### src/rtl/ic_pkg.sv
package ic_pkg;
  localparam int SRC_N   = 64;
  localparam int LVL_W   = 8;
  localparam int ADDR_W  = 8;
  localparam int DATA_W  = 32;
  localparam int VEC_W   = 8;
  localparam int IDX_W   = $clog2(SRC_N);

  localparam logic [VEC_W-1:0] VEC_IDLE = 8'd24;
  localparam logic [VEC_W-1:0] VEC_BASE = 8'd64;

  localparam logic [ADDR_W-1:0] OFS_PEND_HI = 8'h00;
  localparam logic [ADDR_W-1:0] OFS_PEND_LO = 8'h04;
  localparam logic [ADDR_W-1:0] OFS_MASK_HI = 8'h08;
  localparam logic [ADDR_W-1:0] OFS_MASK_LO = 8'h0C;
  localparam logic [ADDR_W-1:0] OFS_FRC_HI  = 8'h10;
  localparam logic [ADDR_W-1:0] OFS_FRC_LO  = 8'h14;
  localparam logic [ADDR_W-1:0] OFS_MSET    = 8'h1C;
  localparam logic [ADDR_W-1:0] OFS_MCLR    = 8'h1D;
  localparam logic [ADDR_W-1:0] OFS_VEC     = 8'hE0;

  // vector number for a decision
  function automatic logic [VEC_W-1:0] make_vector(input logic found,
                                                   input logic [IDX_W-1:0] idx);
    return found ? (VEC_BASE + VEC_W'(idx)) : VEC_IDLE;
  endfunction

  // true when the offset falls in the control-byte window
  function automatic logic is_ctl_ofs(input logic [ADDR_W-1:0] a);
    return a[ADDR_W-1:IDX_W] == 2'b01;
  endfunction
endpackage

### src/rtl/ic_regs.sv
module ic_regs
  import ic_pkg::*;
#(
  parameter int N  = SRC_N,
  parameter int LW = LVL_W,
  parameter int AW = ADDR_W,
  parameter int DW = DATA_W
) (
  input  logic            clk,
  input  logic            rst_n,
  input  logic            wr_en,
  input  logic [AW-1:0]   addr,
  input  logic [DW-1:0]   wr_data,
  output logic [N-1:0]    mask_o,
  output logic [N-1:0]    force_o,
  output logic [N*LW-1:0] ctl_o
);
  localparam int IW   = $clog2(N);
  localparam int HALF = N / 2;

  logic [N-1:0]    mask_q, force_q;
  logic [N*LW-1:0] ctl_q;
  logic [IW-1:0]   bit_sel;

  assign bit_sel = wr_data[IW-1:0];

  always_ff @(posedge clk or negedge rst_n) begin
    if (!rst_n) begin
      mask_q  <= '1;
      force_q <= '0;
      ctl_q   <= '0;
    end else if (wr_en) begin
      if (is_ctl_ofs(addr)) begin
        ctl_q[addr[IW-1:0]*LW +: LW] <= wr_data[LW-1:0];
      end else begin
        unique case (addr)
          OFS_MASK_HI: mask_q[N-1:HALF]  <= wr_data[HALF-1:0];
          OFS_MASK_LO: mask_q[HALF-1:0]  <= wr_data[HALF-1:0];
          OFS_FRC_HI:  force_q[N-1:HALF] <= wr_data[HALF-1:0];
          OFS_FRC_LO:  force_q[HALF-1:0] <= wr_data[HALF-1:0];
          OFS_MSET: begin
            if (wr_data[6]) mask_q <= '1;
            else            mask_q[bit_sel] <= 1'b1;
          end
          OFS_MCLR: begin
            if (wr_data[6]) mask_q <= '0;
            else            mask_q[bit_sel] <= 1'b0;
          end
          default: ;
        endcase
      end
    end
  end

  assign mask_o  = mask_q;
  assign force_o = force_q;
  assign ctl_o   = ctl_q;
endmodule

### src/rtl/ic_arbiter.sv
module ic_arbiter #(
  parameter int N  = 64,
  parameter int LW = 8,
  localparam int IW = $clog2(N)
) (
  input  logic [N-1:0]    active,
  input  logic [N*LW-1:0] ctl,
  output logic            found,
  output logic [IW-1:0]   idx,
  output logic [LW-1:0]   lvl
);
  // ascending scan with >= so ties land on the higher index
  always_comb begin
    found = 1'b0;
    idx   = '0;
    lvl   = '0;
    for (int i = 0; i < N; i++) begin
      if (active[i] && ctl[i*LW +: LW] >= lvl) begin
        found = 1'b1;
        idx   = IW'(i);
        lvl   = ctl[i*LW +: LW];
      end
    end
  end
endmodule

### src/rtl/ic_outreg.sv
module ic_outreg
  import ic_pkg::*;
#(
  parameter int LW = LVL_W,
  parameter int IW = IDX_W,
  parameter int VW = VEC_W
) (
  input  logic          clk,
  input  logic          rst_n,
  input  logic          found,
  input  logic [IW-1:0] idx,
  input  logic [LW-1:0] lvl,
  output logic [LW-1:0] level_q,
  output logic [VW-1:0] vector_q
);
  always_ff @(posedge clk or negedge rst_n) begin
    if (!rst_n) begin
      level_q  <= '0;
      vector_q <= VEC_IDLE;
    end else begin
      level_q  <= found ? lvl : '0;
      vector_q <= make_vector(found, idx);
    end
  end
endmodule

### src/rtl/prio_intc.sv
module prio_intc
  import ic_pkg::*;
#(
  parameter int N  = SRC_N,
  parameter int LW = LVL_W,
  parameter int AW = ADDR_W,
  parameter int DW = DATA_W,
  parameter int VW = VEC_W
) (
  input  logic          clk,
  input  logic          rst_n,
  input  logic [N-1:0]  irq_in,
  input  logic          wr_en,
  input  logic          rd_en,
  input  logic [AW-1:0] addr,
  input  logic [DW-1:0] wr_data,
  output logic [DW-1:0] rd_data,
  output logic [LW-1:0] irq_level,
  output logic [VW-1:0] irq_vector
);
  localparam int IW   = $clog2(N);
  localparam int HALF = N / 2;

  logic [N-1:0]    mask_q, force_q, enable_w, active_w;
  logic [N*LW-1:0] ctl_q;
  logic            win_found;
  logic [IW-1:0]   win_idx;
  logic [LW-1:0]   win_lvl;

  ic_regs #(.N(N), .LW(LW), .AW(AW), .DW(DW)) u_regs (
    .clk(clk), .rst_n(rst_n), .wr_en(wr_en), .addr(addr), .wr_data(wr_data),
    .mask_o(mask_q), .force_o(force_q), .ctl_o(ctl_q)
  );

  for (genvar g = 0; g < N; g++) begin : g_en
    assign enable_w[g] = |ctl_q[g*LW +: LW];
  end

  assign active_w = (irq_in | force_q) & enable_w & ~mask_q;

  ic_arbiter #(.N(N), .LW(LW)) u_arb (
    .active(active_w), .ctl(ctl_q),
    .found(win_found), .idx(win_idx), .lvl(win_lvl)
  );

  ic_outreg #(.LW(LW), .IW(IW), .VW(VW)) u_out (
    .clk(clk), .rst_n(rst_n), .found(win_found), .idx(win_idx), .lvl(win_lvl),
    .level_q(irq_level), .vector_q(irq_vector)
  );

  always_comb begin
    rd_data = '0;
    if (rd_en) begin
      if (is_ctl_ofs(addr)) begin
        rd_data = DW'(ctl_q[addr[IW-1:0]*LW +: LW]);
      end else begin
        unique case (addr)
          OFS_PEND_HI: rd_data = DW'(irq_in[N-1:HALF]);
          OFS_PEND_LO: rd_data = DW'(irq_in[HALF-1:0]);
          OFS_MASK_HI: rd_data = DW'(mask_q[N-1:HALF]);
          OFS_MASK_LO: rd_data = DW'(mask_q[HALF-1:0]);
          OFS_FRC_HI:  rd_data = DW'(force_q[N-1:HALF]);
          OFS_FRC_LO:  rd_data = DW'(force_q[HALF-1:0]);
          OFS_VEC:     rd_data = DW'(irq_vector);
          default:     rd_data = '0;
        endcase
      end
    end
  end
endmodule

### config.mk
export PLATFORM = sky130hd
export DESIGN_NAME = prio_intc
export DESIGN_NICKNAME = d
export VERILOG_FILES = /design/src/rtl/ic_pkg.sv /design/src/rtl/ic_regs.sv /design/src/rtl/ic_arbiter.sv /design/src/rtl/ic_outreg.sv /design/src/rtl/prio_intc.sv
export SDC_FILE = /design/constraint.sdc
export NUM_CORES = 2
export LEC_CHECK = 0
export BUFFER_PORTS_ARGS = -buffer_cell sky130_fd_sc_hd__clkbuf_2
export CAP_MARGIN = 20
export CELL_PAD_IN_SITES_DETAIL_PLACEMENT = 2
export CELL_PAD_IN_SITES_GLOBAL_PLACEMENT = 2
export CORE_ASPECT_RATIO = 0.9
export CORE_MARGIN = 4
export CORE_UTILIZATION = 43
export CTS_CLUSTER_SIZE = 40
export DETAILED_ROUTE_END_ITERATION = 12
export PLACE_DENSITY = 0.93
export SYNTH_ARGS = -nofsm -noshare
export SYNTH_HDL_FRONTEND = slang
export SYNTH_SLANG_ARGS = --single-unit
### constraint.sdc
create_clock -name clk -period 279.7 [get_ports clk]
set_input_delay 55.94 -clock clk [delete_from_list [all_inputs] [get_ports clk]]
set_output_delay 55.94 -clock clk [all_outputs]
set_load 0.005 [all_outputs]
==> results.cfg <==
[route]
topRoutingLayerUsed = met5
via_count = 64300
avgViaCountPerCell = 7.64
detailedRoute.firstPassIterationCount = 8
detailed_routed_wire_length_on_met3_um = 49500
first_iter_violations = 9300
drt_drc_violations_left = 0
postRouteWirelength_um = 363000
postRouteAntennaNets = 0
routed_wire_length_per_instance_um = 43.2
wl_met2_um = 148000
wl_met1_um = 131000

[worst_setup_path]
setup.worst_path.end_class = flop
critPathMostFrequentCell = sky130_fd_sc_hd__ha_1
timing.critical_path.required_ns = 280.25
worst_path_largest_cell_delay_ns = 0.93
crit_arrival_ns = 211.76
setup.worst_path.start_class = input port
timing_worst_setup_path_type = in -> reg
timing.critical_path.slowest_stage_cell = sky130_fd_sc_hd__nor3_1
critical_path.max_fanout = 26

[sta]
timing_worst_slew_pin_value_ns = 1.27
grt_setup_unrepaired = false
finalHoldViolations = 0
timing.setup.tns_ns = 0
max-slew-margin-rel_pct = 15.2
finalMaxSlewViolations = 0
fin_worst_hold_slack_ns = 0.537
maxClockFrequency_mhz = 4.73
period_needed_ns = 211.21
setup_viol = 0
final.period_utilization_pct = 75.5
clock_skew_ns = 0.0359
finalWorstSetupSlack_ns = 68.49

[floorplan]
die_h_um = 349
core_region_area_um2 = 128000
die_width_um = 387
rows = 124
top_level_ports = 156
die-area_um2 = 135000
initial_utilization_pct = 43.6

[logic_synthesis]
netlist.top_cell.by_area = sky130_fd_sc_hd__dfrtp_1
synth_cell_types = 120
synth_area_leaders = sky130_fd_sc_hd__dfrtp_1 (26%), sky130_fd_sc_hd__ha_1 (10%), sky130_fd_sc_hd__nand2_1 (7.3%)
synth_top_family_by_area = compound AO/OA/AOI/OAI gates
post_synth_most_frequent_cells = sky130_fd_sc_hd__nand2_1 (1089), sky130_fd_sc_hd__o21ai_0 (699), sky130_fd_sc_hd__dfrtp_1 (589)
postSynth.topFlopCell = sky130_fd_sc_hd__dfrtp_1
synth-compound-area-share_pct = 26.1
synth_xor_area_share_pct = 0.0945
postSynthAreaPerCell_um2 = 8.43
synth_fa_ha_area_share_pct = 10.1
synth_mux_area_share_pct = 10.7
post-synth-top-count-cell = sky130_fd_sc_hd__nand2_1
post_synthesis_sequential_area_ratio_pct = 29.6
synth-async-reset-ratio_pct = 100
synth_seq_cells = 655
count_of_flip_flops_with_a_built_in_enable_after_synthesis = 0
synth_simple_gate_area_share_pct = 19.1
synth.top_cell.area_share_pct = 26.5
synth-warning-count = 0
syn-num-nets = 7155
post_synth_instance_area_um2 = 55600
postSynthCellCount = 6600

[global_route]
grtUsageTotal_pct = 51.9
grt_pass1_wl_um = 511000
grt_remaining_overflow = 0
grt_start_max_net_pins = 150
first_global_vias = 66600
antenna_found_initial = 59

[placement]
final_wtd_congestion = 1.06
hpwl_um = 268000
io_buffer_count = 154
place_worst_setup_slack_ns = 75.70
placed_cells = 8215

[power_and_ir_drop]
power_frac_clock_pct = 13.9
cellLeakagePower_uw = 0.0267
vdd_ir_drop_max_uv = 12.1
cell_internal_pwr_uw = 410
share_comb_of_total_power_pct = 74.2
net-switching-power_uw = 501
power.share.sequential_pct = 11.8
cellPowerDensity_nw_per_um2 = 14.8
fraction_of_power_spent_switching_nets_pct = 55.0

[clock_tree]
clk_pin_slew_ns = 0.06
cts_root_buffer = sky130_fd_sc_hd__clkbuf_16
clk_path_buf_depth = 3
cts_tree = yes
cts_max_level = 3
cts.sinks = 655
cts-hold-fix-buffers = 0
post_cts_buffers = 0
cts_inserted_buffers = 84
clk-insertion-delay-late_ns = 0.74
post_cts_resize_count = 0

[final_layout]
layout-area-overhead-vs-synth_pct = 10.6
finish.cell_count_without_fillers = 8422
final_net_count = 7171
post_route_cells_drive_above_1_share_pct = 14.2

[flow_run]
drv.max_cap_violation_count = 0

[worst_hold_path]
min-delay-path-class = reg -> reg

[status]
outcome = complete, no violations
per-stage QoR:
stage          total power (uW)  area, um^2  util (%)
2_1_floorplan               493       55600         -
3_3_place_gp                695       58200      45.6
3_5_place_dp                731       58200      45.6
4_1_cts                     877       61300      48.0
5_1_grt                     954       61500      48.1
6_report                    911       61500      48.2
critical path, delay by kind of cell:
kind | cells | cell delay (ns)
AND/OR/NAND/NOR | 214 | 53.26
AO/OA/AOI/OAI | 269 | 73.50
buffers and inverters | 38 | 6.42
adder cells (fa/ha/maj) | 64 | 18.89
multiplexers | 9 | 3.24
cell type report:
cell class	instances	area (um^2)
inverters	249	935
clock buffers	106	2340
clock inverters	50	726
diodes	35	87.6
multi-input cells	5335	37000
well taps	1701	2130
fillers	13700	66100
repair buffers	291	1880
flip-flops and latches	655	16500
layer usage:
layer | global-route usage [%] | vias up
met5 | 0 | -
met4 | 39.2 | 42
met3 | 19.5 | 1659
met2 | 74.4 | 5195
met1 | 63.2 | 32700
li1 | - | 24700
flip-flops by register name (all words and copies together) (netlist names):
register	cells
u_out.level_q	8
u_out.vector_q	7
u_regs.ctl_o	512
u_regs.force_o	64
u_regs.mask_o	64
power by group through the flow:
stage / registers, uW / clock network [uW] / logic [uW]
2_1_floorplan: 104 / 0 / 388
3_3_place_gp: 108 / 0 / 587
3_5_place_dp: 109 / 0 / 623
4_1_cts: 107 / 126 / 644
5_1_grt: 107 / 130 / 716
6_report: 108 / 127 / 676
logic make-up (layout without fill, tap and decap cells):
group                    after synthesis  after routing
AO/OA/AOI/OAI                       2234           2234
XOR/XNOR                               6              6
adder cells (fa/ha/maj)              452            452
buffers and inverters                610            696
flip-flops                           655            655
multiplexers                         366            366
other                                  1             36
AND/OR/NAND/NOR                     2276           2276
final timing paths:
kind	cells after the start	startpoint	slack, ns	to
worst max-delay path	594	irq_in[0]	68.49	u_out.vector_q[6]
worst min-delay path	2	u_regs.mask_o[49]	0.54	u_regs.mask_o[49]
worst max register to register	593	u_regs.force_o[0]	123.40	u_out.vector_q[6]
worst min register to register	2	u_regs.mask_o[49]	0.54	u_regs.mask_o[49]
max in group asynchronous	5	rst_n	220.44	u_regs.ctl_o[105]
min in group asynchronous	1	rst_n	55.12	u_regs.ctl_o[242]
cell usage in the layout, fill, tap and decap left out, types with 27 or more instances in the layout:
cell	Yosys	routed
sky130_fd_sc_hd__a2111oi_0	29	27
sky130_fd_sc_hd__a211o_1	33	33
sky130_fd_sc_hd__a211oi_1	77	76
sky130_fd_sc_hd__a21boi_0	39	39
sky130_fd_sc_hd__a21o_1	124	124
sky130_fd_sc_hd__a21oi_1	436	436
sky130_fd_sc_hd__a22oi_1	131	131
sky130_fd_sc_hd__a31oi_1	72	72
sky130_fd_sc_hd__and2_1	64	63
sky130_fd_sc_hd__and3_1	66	65
sky130_fd_sc_hd__and4_1	59	59
sky130_fd_sc_hd__buf_4	4	126
sky130_fd_sc_hd__clkbuf_16	0	86
sky130_fd_sc_hd__clkbuf_2	1	150
sky130_fd_sc_hd__dfrtp_1	589	589
sky130_fd_sc_hd__dfstp_2	66	66
sky130_fd_sc_hd__diode_2	0	35
sky130_fd_sc_hd__ha_1	447	447
sky130_fd_sc_hd__inv_1	247	247
sky130_fd_sc_hd__mux2_2	155	155
sky130_fd_sc_hd__mux2i_1	41	41
sky130_fd_sc_hd__mux4_2	168	168
sky130_fd_sc_hd__nand2_1	1089	1086
sky130_fd_sc_hd__nand2b_1	109	108
sky130_fd_sc_hd__nand3_1	106	105
sky130_fd_sc_hd__nor2_1	385	375
sky130_fd_sc_hd__nor2b_1	60	60
sky130_fd_sc_hd__nor3_1	66	60
sky130_fd_sc_hd__nor4_1	148	147
sky130_fd_sc_hd__o211ai_1	57	57
sky130_fd_sc_hd__o21a_1	85	85
sky130_fd_sc_hd__o21ai_0	699	697
sky130_fd_sc_hd__o31ai_1	141	141
Note: power is estimated with default switching activity, not from simulation.
